### src/rtl/irq_pkg.sv
package irq_pkg;
  localparam int LANES = 4;
  localparam int LVL_W = 3;
  localparam logic [LVL_W-1:0] LVL_IDLE = '1;
  typedef logic [LANES-1:0] lane_t;
  typedef logic [LVL_W-1:0] lvl_t;
endpackage

### src/rtl/irq_group_regs.sv
module irq_group_regs
  import irq_pkg::*;
#(
  parameter bit IS_NMI = 1'b0
) (
  input  logic       clk_i,
  input  logic       rst_ni,
  input  lane_t      set_i,
  input  logic       wr_i,
  input  logic [1:0] off_i,
  input  logic [7:0] wdata_i,
  output lane_t      req_o,
  output lane_t      en_o,
  output lvl_t       lvl_o
);
  lane_t req_q, req_upd;
  lane_t keep_n, data_n;

  assign keep_n = wdata_i[7:4];
  assign data_n = wdata_i[3:0];

  always_comb begin
    req_upd = req_q;
    if (wr_i) begin
      if (IS_NMI) begin
        if (off_i == 2'd0) req_upd = req_q & ~data_n;
        else if (off_i == 2'd3) req_upd = req_q | data_n;
      end else if (off_i == 2'd0) begin
        req_upd = (keep_n & data_n) | (keep_n & req_q) | (~keep_n & ~data_n & req_q);
      end
    end
  end

  always_ff @(posedge clk_i or negedge rst_ni) begin
    if (!rst_ni) req_q <= '0;
    else         req_q <= req_upd | set_i;
  end

  generate
    if (IS_NMI) begin : g_nmi
      assign en_o  = '1;
      assign lvl_o = '0;
    end else begin : g_lvl
      lane_t en_q;
      lvl_t  lvl_q;
      always_ff @(posedge clk_i or negedge rst_ni) begin
        if (!rst_ni) begin
          en_q  <= '0;
          lvl_q <= '0;
        end else if (wr_i && off_i == 2'd1) begin
          en_q  <= wdata_i[3:0];
          lvl_q <= wdata_i[4 +: LVL_W];
        end
      end
      assign en_o  = en_q;
      assign lvl_o = lvl_q;
    end
  endgenerate

  assign req_o = req_q;

  p_set_wins_r11: assert property (@(posedge clk_i) disable iff (!rst_ni)
    (set_i != '0) |=> ((req_o & $past(set_i)) == $past(set_i)));
endmodule

### src/rtl/irq_prio_resolver.sv
module irq_prio_resolver
  import irq_pkg::*;
#(
  parameter int NUM_GROUPS = 31,
  parameter int FIRST_LVL  = 2,
  localparam int GW = $clog2(NUM_GROUPS)
) (
  input  logic [NUM_GROUPS-1:0][LANES-1:0] req_i,
  input  logic [NUM_GROUPS-1:0][LANES-1:0] en_i,
  input  logic [NUM_GROUPS-1:0][LVL_W-1:0] lvl_i,
  output logic [GW-1:0]                    win_o,
  output lvl_t                             lvl_o
);
  always_comb begin
    win_o = '0;
    lvl_o = LVL_IDLE;
    for (int g = FIRST_LVL; g < NUM_GROUPS; g++) begin
      if (((req_i[g] & en_i[g]) != '0) && (lvl_i[g] < lvl_o)) begin
        win_o = GW'(g);
        lvl_o = lvl_i[g];
      end
    end
  end
endmodule

### src/rtl/grp_irq_ctrl.sv
module grp_irq_ctrl
  import irq_pkg::*;
#(
  parameter int NUM_GROUPS = 31,
  parameter int NMI_GROUPS = 2,
  parameter int ADDR_W     = 8,
  localparam int GW        = $clog2(NUM_GROUPS),
  localparam int NREQ      = NUM_GROUPS * LANES,
  localparam int IDX_W     = ADDR_W - 3
) (
  input  logic              clk_i,
  input  logic              rst_ni,
  input  logic [NREQ-1:0]   req_set_i,
  input  logic [ADDR_W-1:0] addr_i,
  input  logic [7:0]        wdata_i,
  input  logic              wr_en_i,
  output logic [7:0]        rdata_o,
  input  logic              ack_i,
  input  logic [LVL_W-1:0]  ack_level_i,
  output logic [LVL_W-1:0]  level_o,
  output logic              nmi_o,
  output logic              ack_err_o
);
  logic [NUM_GROUPS-1:0][LANES-1:0] req_a, en_a;
  logic [NUM_GROUPS-1:0][LVL_W-1:0] lvl_a;
  logic [IDX_W-1:0] gidx;
  logic [1:0]       off;
  logic             acc_sel;
  logic [GW-1:0]    win_c, win_q, acc_q;
  lvl_t             lvl_c, level_q;
  logic             nmi_q, err_q;

  assign acc_sel = addr_i[ADDR_W-1];
  assign gidx    = addr_i[ADDR_W-2:2];
  assign off     = addr_i[1:0];

  for (genvar g = 0; g < NUM_GROUPS; g++) begin : g_grp
    irq_group_regs #(.IS_NMI(g < NMI_GROUPS)) u_grp (
      .clk_i   (clk_i),
      .rst_ni  (rst_ni),
      .set_i   (req_set_i[g*LANES +: LANES]),
      .wr_i    (wr_en_i && !acc_sel && (gidx == IDX_W'(g))),
      .off_i   (off),
      .wdata_i (wdata_i),
      .req_o   (req_a[g]),
      .en_o    (en_a[g]),
      .lvl_o   (lvl_a[g])
    );
  end

  irq_prio_resolver #(.NUM_GROUPS(NUM_GROUPS), .FIRST_LVL(NMI_GROUPS)) u_res (
    .req_i (req_a),
    .en_i  (en_a),
    .lvl_i (lvl_a),
    .win_o (win_c),
    .lvl_o (lvl_c)
  );

  always_ff @(posedge clk_i or negedge rst_ni) begin
    if (!rst_ni) begin
      win_q   <= '0;
      level_q <= LVL_IDLE;
      acc_q   <= '0;
      nmi_q   <= 1'b0;
      err_q   <= 1'b0;
    end else begin
      win_q   <= win_c;
      level_q <= lvl_c;
      nmi_q   <= |req_set_i[NMI_GROUPS*LANES-1:0];
      err_q   <= ack_i && (ack_level_i != level_q);
      if (ack_i) acc_q <= win_q;
    end
  end

  always_comb begin
    rdata_o = '0;
    if (acc_sel) begin
      // accepted group valid only while its enabled request persists
      if (off == 2'd0 && (req_a[acc_q] & en_a[acc_q]) != '0)
        rdata_o = 8'(acc_q) << 2;
    end else if (int'(gidx) < NUM_GROUPS) begin
      if (int'(gidx) < NMI_GROUPS) begin
        if (off == 2'd0) rdata_o = {4'b0, req_a[gidx]};
      end else begin
        case (off)
          2'd0:    rdata_o = {req_a[gidx], req_a[gidx] & en_a[gidx]};
          2'd1:    rdata_o = {1'b0, lvl_a[gidx], en_a[gidx]};
          default: rdata_o = '0;
        endcase
      end
    end
  end

  assign level_o   = level_q;
  assign nmi_o     = nmi_q;
  assign ack_err_o = err_q;

  p_nmi_pulse_r8: assert property (@(posedge clk_i) disable iff (!rst_ni)
    (|req_set_i[NMI_GROUPS*LANES-1:0]) |=> nmi_o);
  p_ack_latch_r9: assert property (@(posedge clk_i) disable iff (!rst_ni)
    ack_i |=> (acc_q == $past(win_q)));
  p_idle_level_r4: assert property (@(posedge clk_i) disable iff (!rst_ni)
    (level_o == LVL_IDLE) |-> (win_q == '0));
  p_ack_flag_r10: assert property (@(posedge clk_i) disable iff (!rst_ni)
    (ack_i && ack_level_i != level_o) |=> ack_err_o);
endmodule

### config.mk
export PLATFORM = sky130hd
export DESIGN_NAME = grp_irq_ctrl
export DESIGN_NICKNAME = d
export VERILOG_FILES = /design/src/rtl/irq_pkg.sv /design/src/rtl/irq_group_regs.sv /design/src/rtl/irq_prio_resolver.sv /design/src/rtl/grp_irq_ctrl.sv
export SDC_FILE = /design/constraint.sdc
export NUM_CORES = 1
export LEC_CHECK = 0
export BUFFER_PORTS_ARGS = -buffer_cell sky130_fd_sc_hd__buf_2
export CORE_ASPECT_RATIO = 0.75
export CORE_UTILIZATION = 50
export CTS_CLUSTER_SIZE = 12
export DETAILED_ROUTE_END_ITERATION = 10
export PLACE_DENSITY = 0.68
export SLEW_MARGIN = 20
export SYNTH_ARGS = -nofsm -noshare
export SYNTH_HDL_FRONTEND = slang
export SYNTH_SLANG_ARGS = --single-unit
export TNS_END_PERCENT = 30
### constraint.sdc
create_clock -name clk_i -period 10.1 [get_ports clk_i]
set_input_delay 2.02 -clock clk_i [delete_from_list [all_inputs] [get_ports clk_i]]
set_output_delay 2.02 -clock clk_i [all_outputs]
set_load 0.005 [all_outputs]
==> results_dict.tcl, run 1 <==
set metrics [dict create \
    clock_sinks 342 \
    place_congestion 1.01 \
    slowest_stage "dfrtp_1" \
    synth_top_flop_cell "dfrtp_1" \
    worst_path_most_repeated_cell "a21oi_1" \
    place_hpwl_um 55700 \
    setup_total_negative_slack_ps 0 \
    drt-vias-per-instance 7.07 \
    yosys.area_share.simple 0.131 \
    synthXorXnorAreaFrac 0.00121 \
    synthAdderAreaFrac 0.00948 \
    cts_tree "done" \
    status "complete, no violations" \
    synth_warnings 0 \
    syn_area_um2 21800 \
    routed_wl_um 77600 \
    crit_path_max_incr_delay_ps 430 \
    dieArea_um2 44400 \
    synth-edff-count 0 \
    htreeDepth 2 \
    tightest_slew_ps 1150 \
    root_buffer "clkbuf_16" \
    peakVddDrop_mv 0.118 \
    ys_ff_latch 342 \
    ys_types 107 \
    drt-pass1-iter-count 7 \
    grt_pass1_wl_um 117000 \
    r2r_slack_ps 410 \
    wire_per_inst_um 28.1 \
    arrival_ps 10160 \
    cp-end-kind "flip-flop" \
    antenna_found_initial 2 \
    synth_area_per_cell_um2 10.6 \
    synth_top_family_by_area "compound AO/OA/AOI/OAI gates" \
    worstSetupPathType "flip-flop to flip-flop" \
    max_freq_mhz 103 \
    min_period_over_period 0.959 \
    vias 19500 \
    cap_violations 0 \
    min-delay-path-class "flip-flop to flip-flop" \
    clk_pin_slew_ps 70 \
    drc 0 \
    placedCellCount 2687 \
    synthArstFlopShare 1.00 \
    switching_share 0.345 \
    synth_cells 2057 \
    fin_cells 2760 \
    clockBufferDepth 3 \
    switching_power_uw 1460 \
    core_um2 42500 \
    relSlewSlack 0.232 \
    fill_cells 3599 \
    power.density_nw_per_um2 173 \
    rows 65 \
    synth_nets 2208 \
    startpoint_type "flip-flop" \
    clock-skew-final_ps 22.5 \
    clkLatencyLatePin_ps 560 \
    drt-initial-drc-count 2618 \
    portBuffers 159 \
    hold_viol_final 0 \
    grt_start_max_net_pins 156 \
    finalSetupViolations 0 \
    slew_violations 0 \
    ys_seq_area_frac 0.393 \
    post-route-min-period_ps 9690 \
    crit_required_ps 10570 \
    clockPowerShare 0.331 \
    cts_buffers 38 \
    intPower_uw 2770 \
    power_leakage_uw 0.00980 \
    grt_pass1_vias 18400 \
    pin_count 160 \
    critPathMaxFanout 9 \
    fp.dieH_um 183 \
    start_util 0.512 \
    layout-drive-gt1-share 0.297 \
    grt_remaining_overflow 0 \
    nets 2318 \
    antenna_left 0 \
    seqPwrFrac 0.366 \
    die_w_um 243 \
    synthMuxAreaShare 0.212 \
    area_delta_synth_final_pct 12.3 \
    synth_compound_area_frac 0.221 \
    grt_use_total 0.348 \
    combPwrFrac 0.303 \
]
-- synth_stat cells (10+ instances only) --
library cell,instances,area [um2]
buf_1,21,78.8
o211ai_1,11,82.6
o21a_1,13,97.6
or2_2,10,62.6
a211oi_1,15,113
inv_1,51,191
nand4_1,54,338
mux2_2,205,2310
or3_1,12,75.1
nand3_1,21,105
nand2b_1,19,119
nor2b_1,15,93.8
a21o_1,18,135
a21boi_0,66,495
and2_1,18,113
o21ai_0,120,601
o21bai_1,19,143
mux4_2,92,2070
maj3_1,10,100
a22o_1,33,289
nand2_1,140,526
nand3b_1,55,413
clkbuf_1,109,409
o31ai_1,16,120
a221oi_1,27,236
nor3_1,41,205
a311o_1,66,661
dfrtp_1,339,8480
a21oi_1,93,465
nor2_1,125,469
mux2i_1,24,240
-- area by class of cell --
cell class | instances | area [um2] | area share
Sequential cell | 342 | 8560 | 0.350
Multi-Input combinational cell | 1533 | 12600 | 0.516
Clock inverter | 11 | 134 | 0.00547
Inverter | 51 | 191 | 0.00783
Antenna cell | 1 | 2.50 | 0.000102
Timing Repair Buffer | 201 | 1130 | 0.0463
Clock buffer | 52 | 1090 | 0.0448
Tap cell | 569 | 712 | 0.0291
-- metal layers --
layer  share of wire  vias up  GRT usage
li1                -     8245          -
met1            0.45     9892      0.533
met2            0.40     1203      0.474
met3            0.11      179     0.0885
met4           0.034        2      0.116
met5         0.00017        -    0.00327
-- power groups by stage --
stage	clock [uW]	sequential [uW]	combinational, uW
after floorplan	0	1510	882
after global placement	0	1570	1210
after detailed placement	0	1570	1210
after CTS	1410	1540	1220
after global routing	1470	1550	1380
final	1400	1550	1280
-- flip-flops by register name, summed over array words and instances, names as in the netlist --
| name | count |
|---|---|
| g_grp.u_grp.en_o | 116 |
| win_q | 5 |
| acc_q | 5 |
| g_grp.u_grp.req_o | 124 |
| ack_err_o | 1 |
| nmi_o | 1 |
| level_o | 3 |
| g_grp.u_grp.lvl_o | 87 |
-- critical path: cells and delay by family (launching register included) --
family | cells | cell delay (ps)
buffers and inverters | 2 | 290
muxes | 1 | 400
AOI/OAI and AO/OA | 24 | 5650
DFF | 1 | 430
and+or+nand+nor | 9 | 2040
adders and majority gates | 3 | 780
-- metrics by stage --
stage               total power [uW]  instance area (um2)  hold slack (ps)  utilization  worst slack [ps]
floorplan                       2390                21800              454            -              1580
global placement                2770                23100              461        0.543               331
detailed placement              2780                23100              464        0.543               196
CTS                             4170                24300              481        0.572               108
global route                    4400                24500              493        0.575             -23.6
finish                          4230                24500              485        0.575               413
-- layout by cell type, fill, tap and decap left out, types with 51 or more instances in the layout --
cell        n
dfrtp_1   339
mux2_2    205
buf_2     157
nand2_1   139
nor2_1    123
o21ai_0   119
a21oi_1    92
mux4_2     92
a21boi_0   66
a311o_1    66
nand3b_1   55
nand4_1    54
inv_1      51
-- final timing paths --
path / from / end / cells past startpoint
max: g_grp[2].u_grp.req_o[3] / win_q[2] / 39
min: win_q[2] / acc_q[2] / 1
min reg2reg: win_q[2] / acc_q[2] / 1
max in group asynchronous: rst_ni / g_grp[16].u_grp.lvl_o[2] / 2
max reg2reg: g_grp[2].u_grp.req_o[3] / win_q[2] / 39
min in group asynchronous: rst_ni / nmi_o / 1
-- timing repair --
item	CTS	global route
setup buffers	0	6
endpoints found under the hold margin	0	0
gates resized for setup	0	16
hold buffers	0	0
setup endpoints to repair	0	8
-- kinds of logic after synthesis --
| family | after synthesis |
|---|---|
| compound gates | 638 |
| simple gates | 552 |
| buf+inv | 182 |
| fa+ha+maj | 19 |
| xor+xnor | 3 |
| mux | 321 |
| flops | 342 |
(Power assumes the default switching activity.)
==> run 2: changes to the inputs <==
- PLACE_DENSITY: 0.68 -> 0.66
==> run 2 against run 1 <==
Register-to-register slack improved by 170 ps. Sequential share of layout area grew 0.15 points. Combinational power hardly changed. Clock skew is 3.0 ps lower. Critical path depth is 1 lower. Core utilization down 0.25 points. Critical path type unchanged.
==> results_dict.tcl, run 2 (synthesized netlist as in run 1, its figures left out) <==
set metrics [dict create \
    root_buffer "clkbuf_16" \
    drt-pass1-iter-count 6 \
    vias 19200 \
    slowest_stage "o311ai_1" \
    tightest_slew_ps 1210 \
    cap_violations 0 \
    rows 65 \
    clock-skew-final_ps 19.5 \
    crit_required_ps 10580 \
    use_met1 0.537 \
    startpoint_type "flip-flop" \
    area_delta_synth_final_pct 11.8 \
    use_met2 0.482 \
    cp-end-kind "flip-flop" \
    die_w_um 243 \
    cts_buffers 38 \
    post-route-min-period_ps 9510 \
    clkLatencyLatePin_ps 570 \
    htreeDepth 2 \
    antenna_found_initial 2 \
    antenna_left 0 \
    power.density_nw_per_um2 171 \
    grt_remaining_overflow 0 \
    grt_start_max_net_pins 168 \
    fp.dieH_um 183 \
    final_common_cell "dfrtp_1" \
    min-delay-path-class "flip-flop to flip-flop" \
    peakVddDrop_mv 0.125 \
    max_freq_mhz 105 \
    hold_viol_final 0 \
    drt-initial-drc-count 2547 \
    power_leakage_uw 0.00974 \
    finalSetupViolations 0 \
    whs_path_depth 1 \
    layout-drive-gt1-share 0.292 \
    relSlewSlack 0.190 \
    grt_pass1_vias 18400 \
    wire_per_inst_um 28.1 \
    start_util 0.512 \
    layout_common_cells "339 x dfrtp_1, 205 x mux2_2, 157 x buf_2" \
    place_ws_ps 371 \
    routed_wl_um 77400 \
    slew_violations 0 \
    dpl_cell_area_um2 23100 \
    dieArea_um2 44400 \
    nets 2312 \
    power_uw 4170 \
    busiest_layer "met1" \
    final_core_util 0.573 \
    portBuffers 159 \
    worst_path_most_repeated_cell "a211oi_2" \
    critPathMaxFanout 10 \
    place_congestion 1.06 \
    min_period_over_period 0.942 \
    reg2reg_depth 38 \
    final_area_um2 24400 \
    arrival_ps 9990 \
    place_hpwl_um 55900 \
    crit_path_max_incr_delay_ps 530 \
    status "complete, no violations" \
    clockBufferDepth 3 \
    largest_reg_flops 124 \
    insertedDiodeCount 0 \
    core_um2 42500 \
    drt-vias-per-instance 6.96 \
    grt_use_total 0.349 \
    pin_count 160 \
    clk_pin_slew_ps 60 \
    grt_util_met3 0.0938 \
    grt_pass1_wl_um 117000 \
    clock_sinks 342 \
    cts_tree "done" \
    worstSetupPathType "flip-flop to flip-flop" \
    drc 0 \
    setup_slack_ps 586 \
]
-- run 2: cell count changes in the layout (fill, tap and decap cells not counted), moves of 2 or more --
cell,previous run,this run
clkbuf_1,6,15
buf_4,41,35
nor2_1,123,121
inv_16,0,2
clkbuf_8,7,3
nor2_2,2,4
-- run 2: worst paths after layout --
check	startpoint	to	slack, ps
min in group asynchronous	rst_ni	g_grp[6].u_grp.req_o[2]	1490
max in group asynchronous	rst_ni	g_grp[11].u_grp.en_o[0]	7140
hold reg to reg	win_q[0]	acc_q[0]	480
hold / removal	win_q[0]	acc_q[0]	480
setup reg to reg	g_grp[2].u_grp.en_o[0]	win_q[2]	590
setup / recovery	g_grp[2].u_grp.en_o[0]	win_q[2]	590
-- run 2: power by group --
part / switching, uW / leakage [uW] / total, uW / internal (uW)
sequential: 106 / 0.00401 / 1550 / 1440
clock: 606 / 0.000576 / 1360 / 757
combinational: 749 / 0.00516 / 1260 / 514
-- run 2: what timing repair did --
action / in CTS / in global routing
gates resized for setup: 0 / 12
buffers inserted: 0 / 2
hold buffers: 0 / 0
setup endpoints to repair: 0 / 8
-- run 2: layer usage --
layer | vias to the layer above | share of wire
met4 | 2 | 0.024
li1 | 8213 | -
met3 | 122 | 0.11
met1 | 9743 | 0.46
met2 | 1122 | 0.41
met5 | - | 0.00017
-- run 2: cell type report --
class,instances,area [um2]
fillers,3590,18200
inverters,51,191
clock buffers,56,1050
repair buffers,195,1090
clock inverters,12,133
flip-flops and latches,342,8560
well taps,569,712
multi-input cells,1533,12600
-- run 2: critical path, delay by kind of cell, from the launching register on --
kind	cells	cell delay, ps
compound gates	25	5910
simple gates	9	2130
fa+ha+maj	2	470
flops	1	400
mux	1	400
buf+inv	1	100
-- run 2: metrics by stage --
step	setup TNS (ps)	hold WS, ps	cells
2_1_floorplan	0	454	2057
3_3_place_gp	0	458	2686
3_5_place_dp	0	462	2687
4_1_cts	0	478	2755
5_1_grt	-114	494	2758
6_report	0	480	2758
